$ cat src/rtl/hwlock_pkg.sv
// Shared types for the hardware mutex bank.
// Assumes: one decoded operation per port per cycle.
package hwlock_pkg;

    // Decoded request kind for one port in one cycle.
    typedef enum logic [1:0] {
        OP_NONE    = 2'd0,
        OP_CLAIM   = 2'd1,
        OP_RELEASE = 2'd2,
        OP_STATUS  = 2'd3
    } lock_op_e;

endpackage

$ cat src/rtl/hwlock_decode.sv
// Address decoder for one request port.
// Maps a byte address to a claim, release or status operation and a
// one-hot lock selector. Misaligned addresses, addresses past the lock
// range other than the status word, and status writes decode to OP_NONE.
// Assumes: ADDR_W is wide enough to hold STATUS_OFFSET.
module hwlock_decode
    import hwlock_pkg::*;
#(
    parameter int NUM_LOCKS     = 32,
    parameter int ADDR_W        = 8,
    parameter int STATUS_OFFSET = 4 * NUM_LOCKS
) (
    input  logic                 valid,
    input  logic                 write,
    input  logic [ADDR_W-1:0]    addr,
    output lock_op_e             op,
    output logic [NUM_LOCKS-1:0] lock_sel
);
    localparam int IDX_W = ADDR_W - 2;

    logic [IDX_W-1:0] word_idx;
    logic             aligned;
    logic             in_range;

    assign word_idx = addr[ADDR_W-1:2];
    assign aligned  = (addr[1:0] == 2'b00);
    assign in_range = (int'(word_idx) < NUM_LOCKS);

    // Classify the request and form the lock selector.
    always_comb begin
        op       = OP_NONE;
        lock_sel = '0;
        if (valid) begin
            if (aligned && in_range) begin
                op = write ? OP_RELEASE : OP_CLAIM;
                for (int l = 0; l < NUM_LOCKS; l++) begin
                    lock_sel[l] = (word_idx == IDX_W'(l));
                end
            end else if (addr == ADDR_W'(STATUS_OFFSET) && !write) begin
                op = OP_STATUS;
            end
        end
    end

endmodule

$ cat src/rtl/hwlock_arbiter.sv
// Per-lock same-cycle resolution across all ports.
// A lock is available when it is free or is being released this cycle.
// Among claimers of an available lock, the lowest port index wins.
// Assumes: claim and release requests are already decoded, one-hot per port.
module hwlock_arbiter #(
    parameter int NUM_PORTS = 2,
    parameter int NUM_LOCKS = 32
) (
    input  logic                                 clk,
    input  logic                                 rst_n,
    input  logic [NUM_LOCKS-1:0]                 held_q,
    input  logic [NUM_PORTS-1:0][NUM_LOCKS-1:0]  claim_req,
    input  logic [NUM_PORTS-1:0][NUM_LOCKS-1:0]  release_req,
    output logic [NUM_PORTS-1:0][NUM_LOCKS-1:0]  grant,
    output logic [NUM_LOCKS-1:0]                 set_mask,
    output logic [NUM_LOCKS-1:0]                 clr_mask
);

    for (genvar l = 0; l < NUM_LOCKS; l++) begin : g_lock
        logic [NUM_PORTS-1:0] win;
        logic                 rel_any;

        // Fixed-priority pick of one claimer, release applied first.
        always_comb begin
            logic taken;
            rel_any = 1'b0;
            for (int p = 0; p < NUM_PORTS; p++) begin
                rel_any = rel_any | release_req[p][l];
            end
            taken = held_q[l] && !rel_any;
            for (int p = 0; p < NUM_PORTS; p++) begin
                win[p] = claim_req[p][l] && !taken;
                taken  = taken | claim_req[p][l];
            end
        end

        assign set_mask[l] = |win;
        assign clr_mask[l] = rel_any;

        for (genvar p = 0; p < NUM_PORTS; p++) begin : g_port
            assign grant[p][l] = win[p];
        end


        win_onehot_chk: assert property (@(posedge clk) disable iff (!rst_n)
            $onehot0(win));
    end

endmodule

$ cat src/rtl/hwlock_state.sv
// Lock state register.
// Each cycle, releases clear their bits and grants then set theirs.
// Assumes: set_mask only carries locks that are free or released this cycle.
module hwlock_state #(
    parameter int NUM_LOCKS = 32
) (
    input  logic                 clk,
    input  logic                 rst_n,
    input  logic [NUM_LOCKS-1:0] set_mask,
    input  logic [NUM_LOCKS-1:0] clr_mask,
    output logic [NUM_LOCKS-1:0] held_q
);

    // Hold lock flags; reset frees all.
    always_ff @(posedge clk) begin
        if (!rst_n) begin
            held_q <= '0;
        end else begin
            held_q <= (held_q & ~clr_mask) | set_mask;
        end
    end


    rise_needs_grant_chk: assert property (@(posedge clk) disable iff (!rst_n)
        1'b1 |=> ((held_q & ~$past(held_q) & ~$past(set_mask)) == '0));


    release_clears_chk: assert property (@(posedge clk) disable iff (!rst_n)
        1'b1 |=> ((held_q & $past(clr_mask) & ~$past(set_mask)) == '0));


    no_steal_chk: assert property (@(posedge clk) disable iff (!rst_n)
        ((set_mask & held_q & ~clr_mask) == '0));

endmodule

$ cat src/rtl/hwlock_bank.sv
// Multi-port hardware mutex bank, top level.
// Decodes each port, resolves claims and releases per lock, updates the
// lock state and registers a one-cycle read response per port.
// Assumes: DATA_W >= NUM_LOCKS; one request per port per cycle.
module hwlock_bank
    import hwlock_pkg::*;
#(
    parameter int NUM_PORTS     = 2,
    parameter int NUM_LOCKS     = 32,
    parameter int ADDR_W        = 8,
    parameter int DATA_W        = 32,
    parameter int STATUS_OFFSET = 4 * NUM_LOCKS
) (
    input  logic                        clk,
    input  logic                        rst_n,
    input  logic [NUM_PORTS-1:0]        req_valid,
    input  logic [NUM_PORTS-1:0]        req_write,
    input  logic [NUM_PORTS*ADDR_W-1:0] req_addr,
    output logic [NUM_PORTS*DATA_W-1:0] rsp_rdata
);

    lock_op_e                             op_w  [NUM_PORTS];
    logic [NUM_PORTS-1:0][NUM_LOCKS-1:0]  sel_w;
    logic [NUM_PORTS-1:0][NUM_LOCKS-1:0]  claim_req;
    logic [NUM_PORTS-1:0][NUM_LOCKS-1:0]  release_req;
    logic [NUM_PORTS-1:0][NUM_LOCKS-1:0]  grant;
    logic [NUM_LOCKS-1:0]                 set_mask;
    logic [NUM_LOCKS-1:0]                 clr_mask;
    logic [NUM_LOCKS-1:0]                 held_q;
    logic [NUM_PORTS-1:0][DATA_W-1:0]     rsp_d;
    logic [NUM_PORTS-1:0][DATA_W-1:0]     rsp_q;

    for (genvar p = 0; p < NUM_PORTS; p++) begin : g_port
        hwlock_decode #(
            .NUM_LOCKS    (NUM_LOCKS),
            .ADDR_W       (ADDR_W),
            .STATUS_OFFSET(STATUS_OFFSET)
        ) u_dec (
            .valid   (req_valid[p]),
            .write   (req_write[p]),
            .addr    (req_addr[p*ADDR_W +: ADDR_W]),
            .op      (op_w[p]),
            .lock_sel(sel_w[p])
        );

        assign claim_req[p]   = (op_w[p] == OP_CLAIM)   ? sel_w[p] : '0;
        assign release_req[p] = (op_w[p] == OP_RELEASE) ? sel_w[p] : '0;

        // Form this port's response from its grant or the status snapshot.
        always_comb begin
            case (op_w[p])
                OP_CLAIM:  rsp_d[p] = DATA_W'(grant[p]);
                OP_STATUS: rsp_d[p] = DATA_W'(held_q);
                default:   rsp_d[p] = '0;
            endcase
        end


        miss_zero_chk: assert property (@(posedge clk) disable iff (!rst_n)
            (op_w[p] == OP_NONE || op_w[p] == OP_RELEASE) |=> (rsp_q[p] == '0));


        claim_shape_chk: assert property (@(posedge clk) disable iff (!rst_n)
            (op_w[p] == OP_CLAIM) |=>
                (rsp_q[p] == '0 || rsp_q[p] == DATA_W'($past(sel_w[p]))));
    end

    hwlock_arbiter #(
        .NUM_PORTS(NUM_PORTS),
        .NUM_LOCKS(NUM_LOCKS)
    ) u_arb (
        .clk        (clk),
        .rst_n      (rst_n),
        .held_q     (held_q),
        .claim_req  (claim_req),
        .release_req(release_req),
        .grant      (grant),
        .set_mask   (set_mask),
        .clr_mask   (clr_mask)
    );

    hwlock_state #(
        .NUM_LOCKS(NUM_LOCKS)
    ) u_state (
        .clk     (clk),
        .rst_n   (rst_n),
        .set_mask(set_mask),
        .clr_mask(clr_mask),
        .held_q  (held_q)
    );

    // Register the per-port responses; reset clears them.
    always_ff @(posedge clk) begin
        if (!rst_n) begin
            rsp_q <= '0;
        end else begin
            rsp_q <= rsp_d;
        end
    end

    assign rsp_rdata = rsp_q;

endmodule

$ cat config.mk
export PLATFORM = sky130hd
export DESIGN_NAME = hwlock_bank
export DESIGN_NICKNAME = d
export VERILOG_FILES = /design/src/rtl/hwlock_pkg.sv /design/src/rtl/hwlock_decode.sv /design/src/rtl/hwlock_arbiter.sv /design/src/rtl/hwlock_state.sv /design/src/rtl/hwlock_bank.sv
export SDC_FILE = /design/constraint.sdc
export NUM_CORES = 1
export LEC_CHECK = 0
export ABC_CLOCK_PERIOD_IN_PS = 5100
export BUFFER_PORTS_ARGS = -buffer_cell sky130_fd_sc_hd__buf_2
export CELL_PAD_IN_SITES_DETAIL_PLACEMENT = 1
export CELL_PAD_IN_SITES_GLOBAL_PLACEMENT = 2
export CORE_ASPECT_RATIO = 2
export CORE_MARGIN = 1
export CORE_UTILIZATION = 30
export DETAILED_ROUTE_END_ITERATION = 8
export PLACE_DENSITY = 0.79
export SLEW_MARGIN = 15
export SYNTH_ARGS = -nofsm -noshare
export SYNTH_HDL_FRONTEND = slang
export SYNTH_SLANG_ARGS = --single-unit
$ cat constraint.sdc
create_clock -name clk -period 5.1 [get_ports clk]
set_clock_uncertainty 0.1 [all_clocks]
set_input_delay 0.51 -clock clk [delete_from_list [all_inputs] [get_ports clk]]
set_output_delay 0.51 -clock clk [all_outputs]
set_load 0.02 [all_outputs]
Yosys cells after proc, flatten, opt, wreduce, memory -nomap -nowiden
Cells that the tools add are included.
Operators by class
  multiplexer cells: 18
  reductions and logical operators: 234
  eq/ne operators: 70
  bitwise logic cells: 67
  magnitude comparators: 2
Operator list (number)
  $mux W32: 8
  $eq A6 B5 Y1 const B: 32
  $pmux W32 S2: 2
  $logic_and A1 B1 Y1: 100
  $logic_not A1 Y1: 98
  $eq A6 B4 Y1 const B: 16
  $or A1 B1 Y1: 64
  $reduce_or A2 Y1: 32
  $eq A6 B3 Y1 const B: 8
  $and A32 B32 Y32: 1
  $not A32 Y32: 1
  $or A32 B32 Y32: 1
  $eq A6 B2 Y1 const B: 4
  $eq A8 B8 Y1 const B: 2
  $mux W2: 8
  $eq A6 B1 Y1 const B: 2
  $logic_not A6 Y1: 2
  $lt A6 B6 Y1 const B: 2
  $eq A2 B2 Y1 const B: 4
  $eq A2 B1 Y1 const B: 2
  $logic_not A2 Y1: 2
Storage, ports and cells
  logic and storage cells: 394
  output and inout bits: 64
  register bits: 96

Longest topological paths before layout
  depth after elaboration: 15
  mapped depth: 7
  depth with buffers taken out: 4

Modules after synthesis
Synthesis repeated with hierarchy kept, for this count alone.
Unflattened totals
  cell total of the unflattened synthesis: 795
  area, all modules: 6640.1 µm²
Modules (own cells, without submodules)
  hwlock_bank: cells an instance 352, area an instance 3228.1 µm², times used 1
  hwlock_arbiter: cells an instance 224, area an instance 1681.6 µm², times used 1
  hwlock_state: cells an instance 99, area an instance 1114.8 µm², times used 1
  hwlock_decode: cells an instance 60, area an instance 307.8 µm², times used 2

Worst setup path after synthesis
Ideal clock, no wire load.
  kind: input to register
  start: input req_addr[1]
  end: register rsp_q, in the netlist rsp_rdata[35]
  stages on the path: 6
  path buffers: 2
  setup slack: 2.951 ns
  setup time: 0.117 ns
  arrival time: 1.932 ns
  cells stage by stage: or4b_1 buf_2 nor3_2 buf_2 a211oi_1 a22o_1
On the way
  longest elaborated chain between the ends: 14
  elaborated cells on any way between the ends: 20
RTL lines
  from (decl): line hwlock_bank.sv:18  | input logic [NUM_PORTS*ADDR_W-1:0] req_addr,
  $eq A8 B8 Y1: line hwlock_decode.sv:39  | end else if (addr == ADDR_W'(STATUS_OFFSET) && !write) begin
  $logic_and A1 B1 Y1: line hwlock_decode.sv:39
  $mux W2: line hwlock_decode.sv:39
  $mux W2: line hwlock_decode.sv:34  | if (aligned && in_range) begin
  $mux W2: line hwlock_decode.sv:33  | if (valid) begin
  $eq A2 B2 Y1: line hwlock_bank.sv:47  | assign release_req[p] = (op_w[p] == OP_RELEASE) ? sel_w[p] : '0;
  $mux W32: line hwlock_bank.sv:47
  $or A1 B1 Y1: line hwlock_arbiter.sv:28  | rel_any = rel_any | release_req[p][l];
  $logic_not A1 Y1: line hwlock_arbiter.sv:30  | taken = held_q[l] && !rel_any;
  $logic_and A1 B1 Y1: line hwlock_arbiter.sv:30
  $or A1 B1 Y1 (*): line hwlock_arbiter.sv:33  | taken = taken | claim_req[p][l];
  $logic_not A1 Y1 (*): line hwlock_arbiter.sv:32  | win[p] = claim_req[p][l] && !taken;
  $logic_and A1 B1 Y1 (*): line hwlock_arbiter.sv:32
  $pmux W32 S2 (*): line hwlock_bank.sv:51  | case (op_w[p])
  to (signal assigned): line hwlock_bank.sv:97  | rsp_q <= rsp_d;
  to (decl): line hwlock_bank.sv:31  | logic [NUM_PORTS-1:0][DATA_W-1:0] rsp_q;
Every way passes the cells marked *; elsewhere a longest branch is shown, timed or not.
A chain may end at the register's enable or synchronous reset.

Worst setup path after layout
  start: input req_addr[1]
  end: register u_state.held_q[26]
On the way
  longest elaborated chain between the ends: 15
  elaborated cells on any way between the ends: 25
RTL lines
  $eq A8 B8 Y1: line hwlock_decode.sv:39
  $logic_and A1 B1 Y1: line hwlock_decode.sv:39
  $mux W2: line hwlock_decode.sv:39
  $mux W2: line hwlock_decode.sv:34
  $mux W2: line hwlock_decode.sv:33
  $eq A2 B2 Y1: line hwlock_bank.sv:47
  $mux W32: line hwlock_bank.sv:47
  $or A1 B1 Y1: line hwlock_arbiter.sv:28
  $logic_not A1 Y1: line hwlock_arbiter.sv:30
  $logic_and A1 B1 Y1: line hwlock_arbiter.sv:30
  $or A1 B1 Y1: line hwlock_arbiter.sv:33
  $logic_not A1 Y1: line hwlock_arbiter.sv:32
  $logic_and A1 B1 Y1: line hwlock_arbiter.sv:32
  $reduce_or A2 Y1: line hwlock_arbiter.sv:37  | assign set_mask[l] = |win;
  $or A32 B32 Y32 (*): line hwlock_state.sv:19  | held_q <= (held_q & ~clr_mask) | set_mask;
  to (signal assigned): line hwlock_state.sv:19
  to (decl): line hwlock_state.sv:11  | output logic [NUM_LOCKS-1:0] held_q
Marked as above.

==> results.ini <==
[floorplan]
initial_utilization_pct=30.6
die_w_um=90.0
dieHeight_um=178
io_pins=86
floorplan.die_area_um2=16000
coreArea_um2=15200
rows=64

[sta]
max_clock_freq_mhz=373
worst_pin_slew_ns=1.20
timing_max_transition_violations_final=0
hold-worst-slack_ns=0.327
timing.max_slew.rel_slack_pct=19.7
finalWorstPathRequiredPeriod_ns=2.68
rsz0062_at_grt=false
timing_hold_violations_final=0
final_worst_path_cycle_share_pct=52.5
fin_tns_setup_ns=0
setup_viol=0

[synth]
synth_top_cell_by_area=dfxtp_1
post-synth-top-area-fraction_pct=41.3
synth.ff_latch_count=96
synth.top_cells.by_area=dfxtp_1 41%, a32o_1 6.0%, a22o_1 5.3%
yosysUniqueCellTypes=51
fraction_of_the_yosys_area_taken_by_sequential_cells_pct=41.3
synth_ff_type=dfxtp_1
post_synth_instance_area_um2=4650
synth_area_per_cell_um2=9.26
ys_async_rst_share_pct=0
postSynthNetCount=524
synth_edf_count=0
synthesis.instances=502
ys.warnings.count=0

[min_path]
whs_endpoint=rsp_rdata[30]
whs_path_depth=2
worst_hold_path_class=input port to flip-flop
hp-start=req_addr[7]

[grt]
grt_antenna_before_repair=0
largest_net_degree_at_the_start_of_global_routing=34
grt_pass1_vias=4941
combined_global_route_utilization_of_all_metal_layers_pct=23.1
grt_remaining_overflow=0
grt_pass1_wl_um=28200

[cells_and_area]
final_nets=578
multi_input_area_um2=2520
antenna_cells=0
nFillCells=1812
post_route_cells_drive_above_1_share_pct=22.1
area.sequential_um2=1920
areaGrowthSynthToFinish_pct=18.3

[clock_tree]
cts_buffer_depth=2
clock_insertion_delay_worst_skew_ns=0.36
cts-buffers-inserted=9
post_cts_setup_repair_bufs=0
clock_pin_slew_on_the_worst_setup_and_hold_paths_ns=0.07
tritoncts_num_sinks=96
post_cts.resized_instances=0
clk_root_buffer_cell=clkbuf_16
cts_hold_buffers=0
tritoncts=built
cts.htree.levels=3

[critical_path]
crit_path_max_fanout=24
critPathArrivalTime_ns=2.77
worst_setup_path_end_kind=flip-flop
worst-r2r-cell-count=3
r2r_setup_slack_ns=3.93
crit-reg2reg-capture=rsp_rdata[21]
critical_path_class=input port to flip-flop
timing.rr.start=u_state.held_q[21]
setup.worst_path.start=req_addr[1]
critPathRequiredTime_ns=5.20
setup.worst_path.start_class=input port

[detailed_routing]
drt-wirelength-per-cell_um=23.9
dr.first_iter.drc_count=259
dr_total_vias=4697
detail_route.first_pass.iterations=5
drt.antenna.violating_nets=0
drc_errors=0
drt_wl_total_um=18100
via_density_per_instance=6.19

[place]
detail_placement_hpwl_um=12200
portBuffers=85
gp_congestion=0.834

[power]
total_leakage_power_nw=1.93
irDropWorstVdd_mv=0.153
power_per_cell_area_nw_per_um2=284

[run]
drv_cap=0

[outcome]
status=finished, final reports clean

## through the flow
stage | cells | power [mW] | cell area (um2) | util (%) | worst slack [ns]
2_1_floorplan | 502 | 0.819 | 4650 | - | 2.95
3_3_place_gp | 743 | 0.855 | 5180 | 34.1 | 2.16
3_5_place_dp | 743 | 0.857 | 5180 | 34.1 | 1.98
4_1_cts | 759 | 1.57 | 5500 | 36.2 | 2.39
5_1_grt | 759 | 1.61 | 5500 | 36.2 | 2.25
6_report | 759 | 1.56 | 5500 | 36.2 | 2.42
## worst max-delay path, cell delays in order
cell	delay, ns
buf_2	0.11
nor4b_1	0.53
nand3_1	0.87
o21ai_0	0.56
o221ai_1	0.18
## synth_stat cells, drive strengths merged (5+ instances only)
library cell,number
dfxtp,96
nand2,59
clkbuf,34
a22o,28
a32o,28
o21ai,26
o221ai,26
a211oi,25
nor2,22
buf,17
o211ai,17
o31a,16
nor3,10
nand2b,9
nand3,9
nand4bb,7
o2bb2a,7
or4b,7
nor2b,5
o31ai,5
o41ai,5
## per-layer routing
layer | track usage [%] | part of all wire [%]
met5 | 0 | 0
met4 | 17.0 | 5.4
met3 | 3.71 | 4.0
met2 | 42.4 | 53
met1 | 23.3 | 37
## power breakdown
group | leakage, nW | switching (mW) | internal, mW | total, mW
Combinational | 1.01 | 0.0708 | 0.0208 | 0.0916
Sequential | 0.773 | 0.000631 | 0.750 | 0.751
Clock | 0.148 | 0.311 | 0.410 | 0.721
Total | 1.93 | 0.382 | 1.18 | 1.56
## how the worst max path moves through the flow
stage / to / cells after the start / slack (ns)
finish: u_state.held_q[26] / 5 / 2.42
global route: u_state.held_q[25] / 5 / 2.25
CTS: u_state.held_q[16] / 5 / 2.39
detailed placement: u_state.held_q[16] / 5 / 1.98
global placement: u_state.held_q[26] / 5 / 2.16
floorplan: rsp_rdata[35] / 6 / 2.95
## kinds of logic (layout without fill, tap and decap cells)
family,after synthesis,in the layout,share of synthesized area (%)
compound gates,200,200,35.2
buf+inv,52,111,4.84
flops,96,96,41.3
simple gates,154,154,18.7
## area by class of cell
type / instances / area share (%)
multi-input cells: 354 / 45.8
flip-flops and latches: 96 / 34.9
repair buffers: 94 / 8.96
clock buffers: 11 / 4.60
well taps: 198 / 4.50
clock inverters: 5 / 1.14
inverters: 1 / 0.0682
## cell usage in the layout, fill, tap and decap left out, types with 9 or more instances in the layout
master,netlist,routed
a211oi_1,25,25
a22o_1,28,28
a32o_1,28,28
buf_2,15,85
buf_4,1,9
clkbuf_16,0,9
dfxtp_1,96,96
nand2_1,59,59
nand2b_1,9,9
nand3_1,9,9
nor2_1,21,21
o211ai_1,17,17
o21ai_0,24,24
o221ai_1,26,26
o31a_1,16,16
## state kept, by name, summed over array words and instances (netlist names)
name            count
rsp_rdata          64
u_state.held_q     32
No activity file was read; power rests on OpenSTA's default activity.
